--- src/rtl/hamming_fix_pkg.sv ---
package hamming_fix_pkg;
   localparam int ADDR_W = 12;           // bit address width of a 512-byte block
   localparam int CODE_W = 2 * ADDR_W;   // one even and one odd parity per address bit
   localparam int RAW_W  = 28;           // packed generator word
   localparam int OFS_W  = ADDR_W - 3;
   localparam int IDX_W  = 3;
   localparam int WGT_W  = $clog2(CODE_W + 1);

   typedef enum logic [1:0] {
      ST_CLEAN = 2'd0,
      ST_FIXED = 2'd1,
      ST_CODE  = 2'd2,
      ST_BAD   = 2'd3
   } fix_state_e;

   // spread the 3 code bytes into the generator word: evens low, odds high
   function automatic logic [RAW_W-1:0] unpack_raw(input logic [CODE_W-1:0] c);
      logic [RAW_W-1:0] r;
      r        = '0;
      r[7:0]   = c[7:0];
      r[11:8]  = c[19:16];
      r[23:16] = c[15:8];
      r[27:24] = c[23:20];
      return r;
   endfunction

   // place each even/odd pair at its on-flash position, then invert
   function automatic logic [CODE_W-1:0] to_flash(input logic [RAW_W-1:0] r);
      logic [CODE_W-1:0] t;
      int pos;
      t = '0;
      for (int j = 0; j < ADDR_W; j++) begin
         if (j >= 3 && j <= 10)  pos = 2 * (j - 3);
         else if (j == 11)       pos = 16;
         else                    pos = 18 + 2 * j;
         t[pos]   = r[j];
         t[pos+1] = r[16+j];
      end
      return ~t;
   endfunction

   // syndrome order: byte2[7:2], byte0, byte1, byte2[1:0]
   function automatic logic [CODE_W-1:0] form_syndrome(input logic [CODE_W-1:0] d);
      logic [CODE_W-1:0] s;
      s[5:0]   = d[23:18];
      s[13:6]  = d[7:0];
      s[21:14] = d[15:8];
      s[23:22] = d[17:16];
      return s;
   endfunction
endpackage

--- src/rtl/hamming_fix_syndrome.sv ---
module hamming_fix_syndrome
   import hamming_fix_pkg::*;
(
   input  logic [CODE_W-1:0] stored_i,
   input  logic [CODE_W-1:0] calc_i,
   output logic [CODE_W-1:0] synd_o,
   output logic              erased_o
);
   logic [CODE_W-1:0] flash_st, flash_cl;

   assign flash_st = to_flash(unpack_raw(stored_i));
   assign flash_cl = to_flash(unpack_raw(calc_i));
   assign synd_o   = form_syndrome(flash_st ^ flash_cl);
   assign erased_o = (stored_i == '1) && (calc_i == '0);
endmodule

--- src/rtl/hamming_fix_classify.sv ---
module hamming_fix_classify
   import hamming_fix_pkg::*;
#(
   parameter bit ERASED_FIX = 1'b1
) (
   input  logic [CODE_W-1:0] synd_i,
   input  logic              erased_i,
   input  logic              active_i,
   output fix_state_e        state_o,
   output logic [OFS_W-1:0]  ofs_o,
   output logic [IDX_W-1:0]  idx_o
);
   logic [WGT_W-1:0]  weight;
   logic [ADDR_W-1:0] odd_bits;
   logic              erased_ok;

   assign weight = WGT_W'($countones(synd_i));

   for (genvar j = 0; j < ADDR_W; j++) begin : g_odd
      assign odd_bits[j] = synd_i[2*j+1];
   end

   if (ERASED_FIX) begin : g_erased
      assign erased_ok = erased_i;
   end else begin : g_no_erased
      assign erased_ok = 1'b0;
   end

   always_comb begin
      state_o = ST_CLEAN;
      ofs_o   = '0;
      idx_o   = '0;
      if (active_i && !erased_ok) begin
         if (weight == WGT_W'(0))            state_o = ST_CLEAN;
         else if (weight == WGT_W'(1))       state_o = ST_CODE;
         else if (weight == WGT_W'(ADDR_W)) begin
            state_o = ST_FIXED;
            ofs_o   = odd_bits[ADDR_W-1:IDX_W];
            idx_o   = odd_bits[IDX_W-1:0];
         end else                            state_o = ST_BAD;
      end
   end
endmodule

--- src/rtl/hamming_fix_unit.sv ---
module hamming_fix_unit
   import hamming_fix_pkg::*;
#(
   parameter int SUB_BLOCKS = 4,
   parameter bit ERASED_FIX = 1'b1,
   localparam int CNT_W = $clog2(SUB_BLOCKS + 1)
) (
   input  logic                         clk_i,
   input  logic                         rst_ni,
   input  logic                         start_i,
   input  logic                         multi_i,
   input  logic [SUB_BLOCKS*CODE_W-1:0] stored_i,
   input  logic [SUB_BLOCKS*CODE_W-1:0] calc_i,
   output logic                         valid_o,
   output logic                         fail_o,
   output logic [CNT_W-1:0]             fix_count_o,
   output logic [SUB_BLOCKS*2-1:0]      sub_state_o,
   output logic [SUB_BLOCKS*OFS_W-1:0]  byte_ofs_o,
   output logic [SUB_BLOCKS*IDX_W-1:0]  bit_idx_o
);
   if (SUB_BLOCKS < 1) begin : g_bad_cfg
      $error("SUB_BLOCKS must be at least 1");
   end

   fix_state_e                   st_c [SUB_BLOCKS];
   logic [SUB_BLOCKS*2-1:0]      st_flat_c;
   logic [SUB_BLOCKS*OFS_W-1:0]  ofs_c;
   logic [SUB_BLOCKS*IDX_W-1:0]  idx_c;

   for (genvar k = 0; k < SUB_BLOCKS; k++) begin : g_blk
      logic [CODE_W-1:0] synd;
      logic              erased;
      logic              active;

      assign active = (k == 0) || multi_i;

      hamming_fix_syndrome syn_i (
         .stored_i (stored_i[k*CODE_W +: CODE_W]),
         .calc_i   (calc_i[k*CODE_W +: CODE_W]),
         .synd_o   (synd),
         .erased_o (erased)
      );

      hamming_fix_classify #(.ERASED_FIX(ERASED_FIX)) cls_i (
         .synd_i   (synd),
         .erased_i (erased),
         .active_i (active),
         .state_o  (st_c[k]),
         .ofs_o    (ofs_c[k*OFS_W +: OFS_W]),
         .idx_o    (idx_c[k*IDX_W +: IDX_W])
      );

      assign st_flat_c[k*2 +: 2] = st_c[k];
   end

   logic             any_bad_c;
   logic [CNT_W-1:0] n_fix_c;

   always_comb begin
      any_bad_c = 1'b0;
      n_fix_c   = '0;
      for (int k = 0; k < SUB_BLOCKS; k++) begin
         if (st_c[k] == ST_BAD)   any_bad_c = 1'b1;
         if (st_c[k] == ST_FIXED) n_fix_c   = n_fix_c + CNT_W'(1);
      end
   end

   always_ff @(posedge clk_i) begin
      if (!rst_ni) begin
         valid_o     <= 1'b0;
         fail_o      <= 1'b0;
         fix_count_o <= '0;
         sub_state_o <= '0;
         byte_ofs_o  <= '0;
         bit_idx_o   <= '0;
      end else begin
         valid_o <= start_i;
         if (start_i) begin
            fail_o      <= any_bad_c;
            fix_count_o <= any_bad_c ? '0 : n_fix_c;
            sub_state_o <= st_flat_c;
            byte_ofs_o  <= ofs_c;
            bit_idx_o   <= idx_c;
         end
      end
   end
endmodule

--- config.mk ---
export PLATFORM = sky130hd
export DESIGN_NAME = hamming_fix_unit
export DESIGN_NICKNAME = d
export VERILOG_FILES = /design/src/rtl/hamming_fix_pkg.sv /design/src/rtl/hamming_fix_syndrome.sv /design/src/rtl/hamming_fix_classify.sv /design/src/rtl/hamming_fix_unit.sv
export SDC_FILE = /design/constraint.sdc
export NUM_CORES = 1
export LEC_CHECK = 0
export ABC_AREA = 1
export BUFFER_PORTS_ARGS = -buffer_cell sky130_fd_sc_hd__buf_2
export CAP_MARGIN = 20
export CORE_MARGIN = 10
export CORE_UTILIZATION = 40
export CTS_CLUSTER_DIAMETER = 40
export DETAILED_ROUTE_END_ITERATION = 8
export PLACE_DENSITY = 0.75
export SLEW_MARGIN = 0
export SYNTH_ARGS = -nofsm -noshare
export SYNTH_HDL_FRONTEND = slang
export SYNTH_SLANG_ARGS = --single-unit
--- constraint.sdc ---
create_clock -name clk_i -period 19.2 [get_ports clk_i]
set_clock_uncertainty 0.2 [all_clocks]
set_input_delay 0.96 -clock clk_i [delete_from_list [all_inputs] [get_ports clk_i]]
set_output_delay 0.96 -clock clk_i [all_outputs]
set_load 0.01 [all_outputs]
==> metrics list, run 1 <==
* Result of the run: completed
- M3 GR Usage: 4.396%
- Clock-pin slew was measured on the worst setup and hold paths at 0.05 ns.
- Avg Synthesized Cell Area: 7.301 µm²
- Highest clock rate: 145.1 MHz
- Using the TritonRoute via totals, the vias-per-cell ratio works out to roughly 4.7.
- Starting density of the core: 40.71%
- The number of slew-limit violations in the final report was 0.
* Count of yosys warnings during synthesis: 0
- Max Cap Viol: 0
* Horizontal die dimension: 158.0 µm
- The analysis attributes to net switching a power of 0.001112 W.
- The region available for standard cell placement spans 0.01871 mm².
- Via count of the first global-routing pass: ~7600
* Antenna violations before repair: 1
* Maximum number of pins on one net before global-route repair: 39
* Synthesis-stage register bit count: 61
- Worst-margin pin slew: 0.4767 ns
* Slew Limit Headroom: between 60% and 70%
- Power spread over the standard cell area amounts to 219.3 mW/mm².
* Clk root buf: sky130_fd_sc_hd__clkbuf_16
- The worst path uses 35.91% of the clock period.
* Setup total negative slack: 0 ns
- Capturing element type of the critical path: flop
- In this run the cell area of the synthesized design comes to 0.007615 mm².
- The library cell used most frequently in the layout, excluding fill and tap cells, is sky130_fd_sc_hd__buf_2.
* Number of input and output port buffers inserted: 256
* Hold/Removal Path Class: flop to flop
* Wire length after detailed routing: 23090 µm
- Data arrives at the worst endpoint at 6.93 ns.
- First-pass GRT wire length: 36450 µm
* Full die area: between 0.02 and 0.025 mm²
* Total area of multi-input combinational cells: ~0.0054 mm²
- Buffers added to address setup during post-CTS repair amount to 0.
* Sw frac: between 50% and 60%
* Number of buffers inserted during clock tree synthesis: 9
* Via count: approximately 7200
- Data required time at the worst endpoint: 19.24 ns
- The clock passes through at most 2 buffers.
- In the routed design, unresolved DRC markers number 0.
- Post-synth EDFFs: 0
* Power share of the combinational group: 82.7%
* Layer with the highest usage after global routing: met2
* H-Tree Level Count: 3
- The first detailed-routing pass ran for 4 iterations.
- By startpoint and endpoint, the worst setup path is classified as primary input to flop.
- The worst setup path is launched from a primary input.
- Met1 GRT Util: a little over a fifth
- Most prevalent standard cell on the critical path: sky130_fd_sc_hd__nand2_1
- Once layout is complete, the utilization of the core stands at around half.
- Per report_power, the clock group accounts for between 8 and 9% of the total.
- In the global route stage, met2 resource usage came out at between 30% and 40%.
* Synthesized netlist cell count: 1043
* TritonCTS clock tree: built
- In the layout the commonest cells are 256 x sky130_fd_sc_hd__buf_2, 255 x sky130_fd_sc_hd__inv_1, 200 x sky130_fd_sc_hd__nand2_1, 113 x sky130_fd_sc_hd__nor2_1, 76 x sky130_fd_sc_hd__fa_1.
- Among all flip-flop cells after synthesis, the most frequent one is sky130_fd_sc_hd__dfxtp_1.
- The detail route stage leaves a number of antenna-violating nets equal to 0.
- Stage delay of the slowest cell on the critical path: 0.55 ns
* Height of the die: around 160 µm
- Leakage power: 5.265 nW
- Critical path peak fanout: 7
* Worst-Skew Late Latency: 0.34 ns
* Area growth from synthesis to layout: 24.33%
- Layout net count: 1647
- The tree built by TritonCTS fans out to 61 sinks.
- Counting flops with an async set or reset pin after synthesis yields a share of 0%.
- Synthesized net count: 1390
- The detailed router finished its first iteration with 279 violations.
- Filler cell count in the final layout: 1854
- The worst-case IR drop observed on VDD is approximately 0.15 mV.
- Sequential element share of the synthesized area: 16.04%
* Cts hold-fix bufs: 0
- Final setup fails: 0
- Register cell area after layout: 0.001221 mm²
- Remaining global-route overflow: 0
- The hold violation count in the final report came to 0.
* Total half-perimeter wirelength after legalization and detailed placement: between 20000 and 25000 µm
- Cells with a size suffix above 1 make up 21.61% of the layout.
- Min cycle time layout: 6.894 ns
* Quantity of gates resized following cts: 0
- At the end of routability-driven placement, the weighted congestion stood at 0.9322.
* Sequential cell fraction of total power: approximately 8.7%
* Core Rows: 50
- RSZ-0062 raised after global routing: false
- Internal portion of total power: ~0.00096 W
- In the final routed layout, each cell accounts on average for 14.99 µm.
- Counting distinct cell types in the post-synthesis netlist gives 34.
* CP max stage cell: sky130_fd_sc_hd__fa_1
- IO Count: around 260
- Global routing used a little under a fifth of the available tracks across all layers.
routing by layer:
layer | up-vias | part of all wire [%]
met5 | - | 0
met4 | 0 | 2.2
met2 | 232 | 50
met3 | 27 | 8.0
met1 | 3314 | 40
li1 | 3662 | -
final timing paths:
kind	startpoint	to	slack, ns	cells after the start
worst min register to register	bit_idx_o[1]	bit_idx_o[1]	0.25	2
worst max register to register	sub_state_o[6]	sub_state_o[6]	18.37	1
worst max-delay path	calc_i[20]	fix_count_o[2]	12.31	32
worst min-delay path	bit_idx_o[1]	bit_idx_o[1]	0.25	2
state kept, by name, indices dropped and copies added, names as in the netlist:
register and cells:
byte_ofs_o 36, fix_count_o 3, fail_o 1, bit_idx_o 12, valid_o 1, sub_state_o 8
worst max-delay path: cells and delay by family:
family | cells | cell delay (ns)
AND/OR/NAND/NOR | 12 | 1.32
XOR/XNOR | 1 | 0.19
AO/OA/AOI/OAI | 1 | 0.16
adder cells (fa/ha/maj) | 10 | 3.74
buffers and inverters | 8 | 0.56
area by class of cell:
type                       instances  share of cell area [%]
clock inverter                     6                  0.9251
sequential                        61                   12.90
tap                              234                   3.092
antenna                            1                 0.02643
multi-input combinational        715                   56.88
clock buffer                      10                   2.418
timing repair buffer             257                   13.61
inverter                         256                   10.15
cells in the mapped netlist (2+ instances only):
| library cell | count | area (µm²) |
|---|---|---|
| sky130_fd_sc_hd__nand4_1 | 36 | 225.2 |
| sky130_fd_sc_hd__inv_1 | 255 | 957.2 |
| sky130_fd_sc_hd__ha_1 | 75 | 938.4 |
| sky130_fd_sc_hd__a21oi_2 | 2 | 17.52 |
| sky130_fd_sc_hd__or2_1 | 2 | 12.51 |
| sky130_fd_sc_hd__and2_1 | 2 | 12.51 |
| sky130_fd_sc_hd__a21oi_1 | 3 | 15.01 |
| sky130_fd_sc_hd__o21ai_0 | 45 | 225.2 |
| sky130_fd_sc_hd__fa_1 | 76 | 1521 |
| sky130_fd_sc_hd__nand3_1 | 32 | 160.2 |
| sky130_fd_sc_hd__nor2_1 | 114 | 427.9 |
| sky130_fd_sc_hd__o21ai_1 | 5 | 25.02 |
| sky130_fd_sc_hd__nor4_1 | 4 | 25.02 |
| sky130_fd_sc_hd__clkbuf_1 | 4 | 15.01 |
| sky130_fd_sc_hd__nor3_1 | 11 | 55.05 |
| sky130_fd_sc_hd__dfxtp_1 | 61 | 1221 |
| sky130_fd_sc_hd__buf_2 | 5 | 25.02 |
| sky130_fd_sc_hd__nand3b_1 | 2 | 15.01 |
| sky130_fd_sc_hd__a32o_1 | 2 | 20.02 |
| sky130_fd_sc_hd__xor2_1 | 65 | 569.3 |
| sky130_fd_sc_hd__xnor2_1 | 30 | 262.8 |
| sky130_fd_sc_hd__nand2_1 | 200 | 750.7 |
through the flow:
step | worst slack [ns] | instance area (µm²) | power, W | hold slack, ns | std cells
after floorplan | 12.48 | 7615 | 0.001538 | 0.2745 | 1043
after global placement | 12.10 | 9149 | 0.001837 | 0.2338 | 1523
after detailed placement | 11.98 | 9149 | 0.001901 | 0.2365 | 1523
after CTS | 12.34 | 9465 | 0.002092 | 0.2511 | 1539
after global routing | 11.86 | 9465 | 0.002412 | 0.2690 | 1539
final | 12.31 | 9468 | 0.002076 | 0.2456 | 1540
power groups by stage:
stage               Sequential, W  Combinational, W  Clock, W
floorplan                0.000199           0.00134         0
global placement         0.000183           0.00165         0
detailed placement       0.000183           0.00172         0
CTS                      0.000181           0.00173  0.000181
global route             0.000186           0.00204  0.000185
finish                   0.000181           0.00172  0.000177
cells by family after synthesis:
family | share of synthesized area [%]
xor gates and xnor gates | 11.14
and+or+nand+nor | 22.89
DFF | 16.04
adders and majority gates | 32.30
AOI/OAI and AO/OA | 4.289
buffers and inverters | 13.34
(Power assumes the default switching activity.)
==> run 2, diff against run 1 <==
==> constraint.sdc (replaced) <==
create_clock -name clk_i -period 6.9 [get_ports clk_i]
set_clock_uncertainty 0.2 [all_clocks]
set_input_delay 0.345 -clock clk_i [delete_from_list [all_inputs] [get_ports clk_i]]
set_output_delay 0.345 -clock clk_i [all_outputs]
set_load 0.01 [all_outputs]
==> metrics list, run 2 (synthesis results as in run 1) <==
- The flow ran to the end, and the final reports show no timing, DRC or antenna violations.
* Total number of clock tree sinks: slightly above 60
- Min cycle time layout: 6.324 ns
* Clk root buf: sky130_fd_sc_hd__clkbuf_16
- IR analysis of the VDD net gives a maximum drop of between 0.4 and 0.5 mV.
- Nature of the critical path startpoint: primary input
- Final weighted congestion in routability-driven placement: approximately 0.94
- Setup total negative slack: 0 ns
- Max Cap Viol: 0
- Buffers inserted during clock tree synthesis total 9.
- Via count of the first global-routing pass: 7557
* Most common library cell in the layout ignoring fill and taps: sky130_fd_sc_hd__buf_2
- Wire length after detailed routing: 22890 µm
* Filler cell count in the final layout: 1849
- From synthesis to final layout, the design area changed by 24.14%.
- The H-tree generated during clock tree synthesis spans 3 levels.
- IO Count: about 260
- For this configuration, the core starts out at a cell density of between 40 and 50%.
- Height of the die: ~160 µm
* Via count: between 7000 and 8000
- For this design, the slowest cell found on the critical path is sky130_fd_sc_hd__fa_1.
- RSZ-0062 raised after global routing: false
- Placed instance area: slightly above 0.009 mm²
- Hold/Removal Path Class: primary input to flop
- The first global-routing pass estimated 35910 µm of wire.
- The largest registers in the layout are byte_ofs_o: 36 flops, bit_idx_o: 12 flops, sub_state_o: 8 flops.
- Average via count per standard cell: 4.671
- Clock slew at the register clock pins of the worst setup and hold paths: 0.06 ns
- Leading cell types in the layout, fill and taps excluded: 256 x sky130_fd_sc_hd__buf_2, 255 x sky130_fd_sc_hd__inv_1, 200 x sky130_fd_sc_hd__nand2_1, 113 x sky130_fd_sc_hd__nor2_1, 76 x sky130_fd_sc_hd__fa_1
- For this run, the post-layout net count is 1647.
* Post-route DRC violation count: 0
- All-Layer GR Usage: approximately 18%
* Remaining global-route overflow: 0
- Quantity of gates resized following cts: 0
- For this block, the initial DRC count from the detailed router was 272.
- The longest clock path from root to sink contains 2 buffers.
* Slew Limit Headroom: 62.18%
- In this run the core area contains 50 standard-cell rows.
* Power density of the placed cells: 609.9 mW/mm²
- Flop-to-flop setup slack: 6.07 ns
- Based on the critical path, the design can be clocked at up to ~160 MHz.
- Post-Layout Inst Area: 0.009453 mm²
- Setup violations remaining at the end of the flow were counted as 0.
* Full die area: between 0.02 and 0.025 mm²
- Max reg flops: 36
- After layout, the worst path uses 91.66% of the clock period.
- Number of hold violations in the final report: 0
- The number of antenna violations at the first check in global routing came to 0.
- The worst setup path is captured at a flop.
- Total half-perimeter wirelength after legalization and detailed placement: roughly 21000 µm
- The number of slew-limit violations in the final report came to 0.
* Hold wc startpoint: calc_i[94]
- Critical path origin: calc_i[20]
* Most prevalent standard cell on the critical path: sky130_fd_sc_hd__nand2_1
- The register with the most flip-flops in the final layout is byte_ofs_o.
- The detail route stage leaves a number of antenna-violating nets equal to 0.
- In this run the critical register-to-register path is launched from sub_state_o[5].
- Average wire per standard cell: 14.86 µm
- The post-route netlist has 21.69% of its cells at a drive strength greater than 1.
* Critical path peak fanout: 7
* Floorplan core area: about 0.019 mm²
* Critical path arrival: 6.36 ns
- Number of input and output port buffers inserted: 256
- Horizontal die dimension: 158.0 µm
- Buffers added to address setup during post-CTS repair amount to 0.
- Cts hold-fix bufs: 0
* Kind of critical path: primary input to flop
- For the worst-skew pair, the clock arrives at the later sink with an insertion delay of 0.33 ns.
- Maximum number of pins on one net before global-route repair: 39
* TritonCTS clock tree: built
* Leakage power: 5.250 nW
* Stage delay of the slowest cell on the critical path: 0.55 ns
- Data on the critical path is required at its endpoint by 6.93 ns.
- For the pin with the worst max-slew slack, the measured transition is between 0.5 and 0.6 ns.
- The first detailed-routing pass ran for 5 iterations.
==> run 2: metal layers <==
metal / up-vias / GRT usage, % / part of all wire, %
li1: 3666 / - / -
met1: 3288 / 20.98 / 41
met2: 212 / 31.85 / 50
met3: 28 / 4.179 / 7.8
met4: 0 / 5.734 / 2.0
met5: - / 0 / 0
==> run 2: final timing paths <==
path,endpoint,cells after the start
worst min register to register,byte_ofs_o[9],2
worst min-delay path,byte_ofs_o[34],3
worst max register to register,sub_state_o[5],2
worst max-delay path,fix_count_o[2],32
==> run 2: metrics by stage <==
step	setup slack (ns)	hold slack [ns]	power [W]	util [%]	std cells
final	0.5758	0.1486	0.005765	50.54	1540
after global routing	0.2086	0.1812	0.006627	50.52	1539
after CTS	0.5983	0.1358	0.005818	50.52	1539
after detailed placement	0.2184	0.2383	0.005329	48.91	1523
after global placement	0.4260	0.2327	0.005127	48.91	1523
after floorplan	0.7947	0.2745	0.004281	-	1043
==> run 2: area by class of cell <==
class	instances	area [µm²]	area share, %
Antenna cell	1	2.502	0.02647
Timing Repair Buffer	257	1289	13.63
Clock inverter	7	76.32	0.8074
Clock buffer	9	225.2	2.383
Multi-Input combinational cell	715	5385	56.97
Sequential cell	61	1221	12.92
Tap cell	234	292.8	3.097
Inverter	256	960.9	10.17
==> run 2: critical path: cells and delay by family <==
family / cells / cell delay, ns
xor gates and xnor gates: 1 / 0.19
adders and majority gates: 10 / 3.74
AOI/OAI and AO/OA: 1 / 0.16
buffers and inverters: 8 / 0.59
and+or+nand+nor: 12 / 1.29
==> run 2: power breakdown <==
part,switching [W],internal (W),total (W)
combinational,0.00289,0.00192,0.00481
clock,0.000172,0.000280,0.000452
sequential,0.0000532,0.000454,0.000507
total,0.00311,0.00265,0.00577
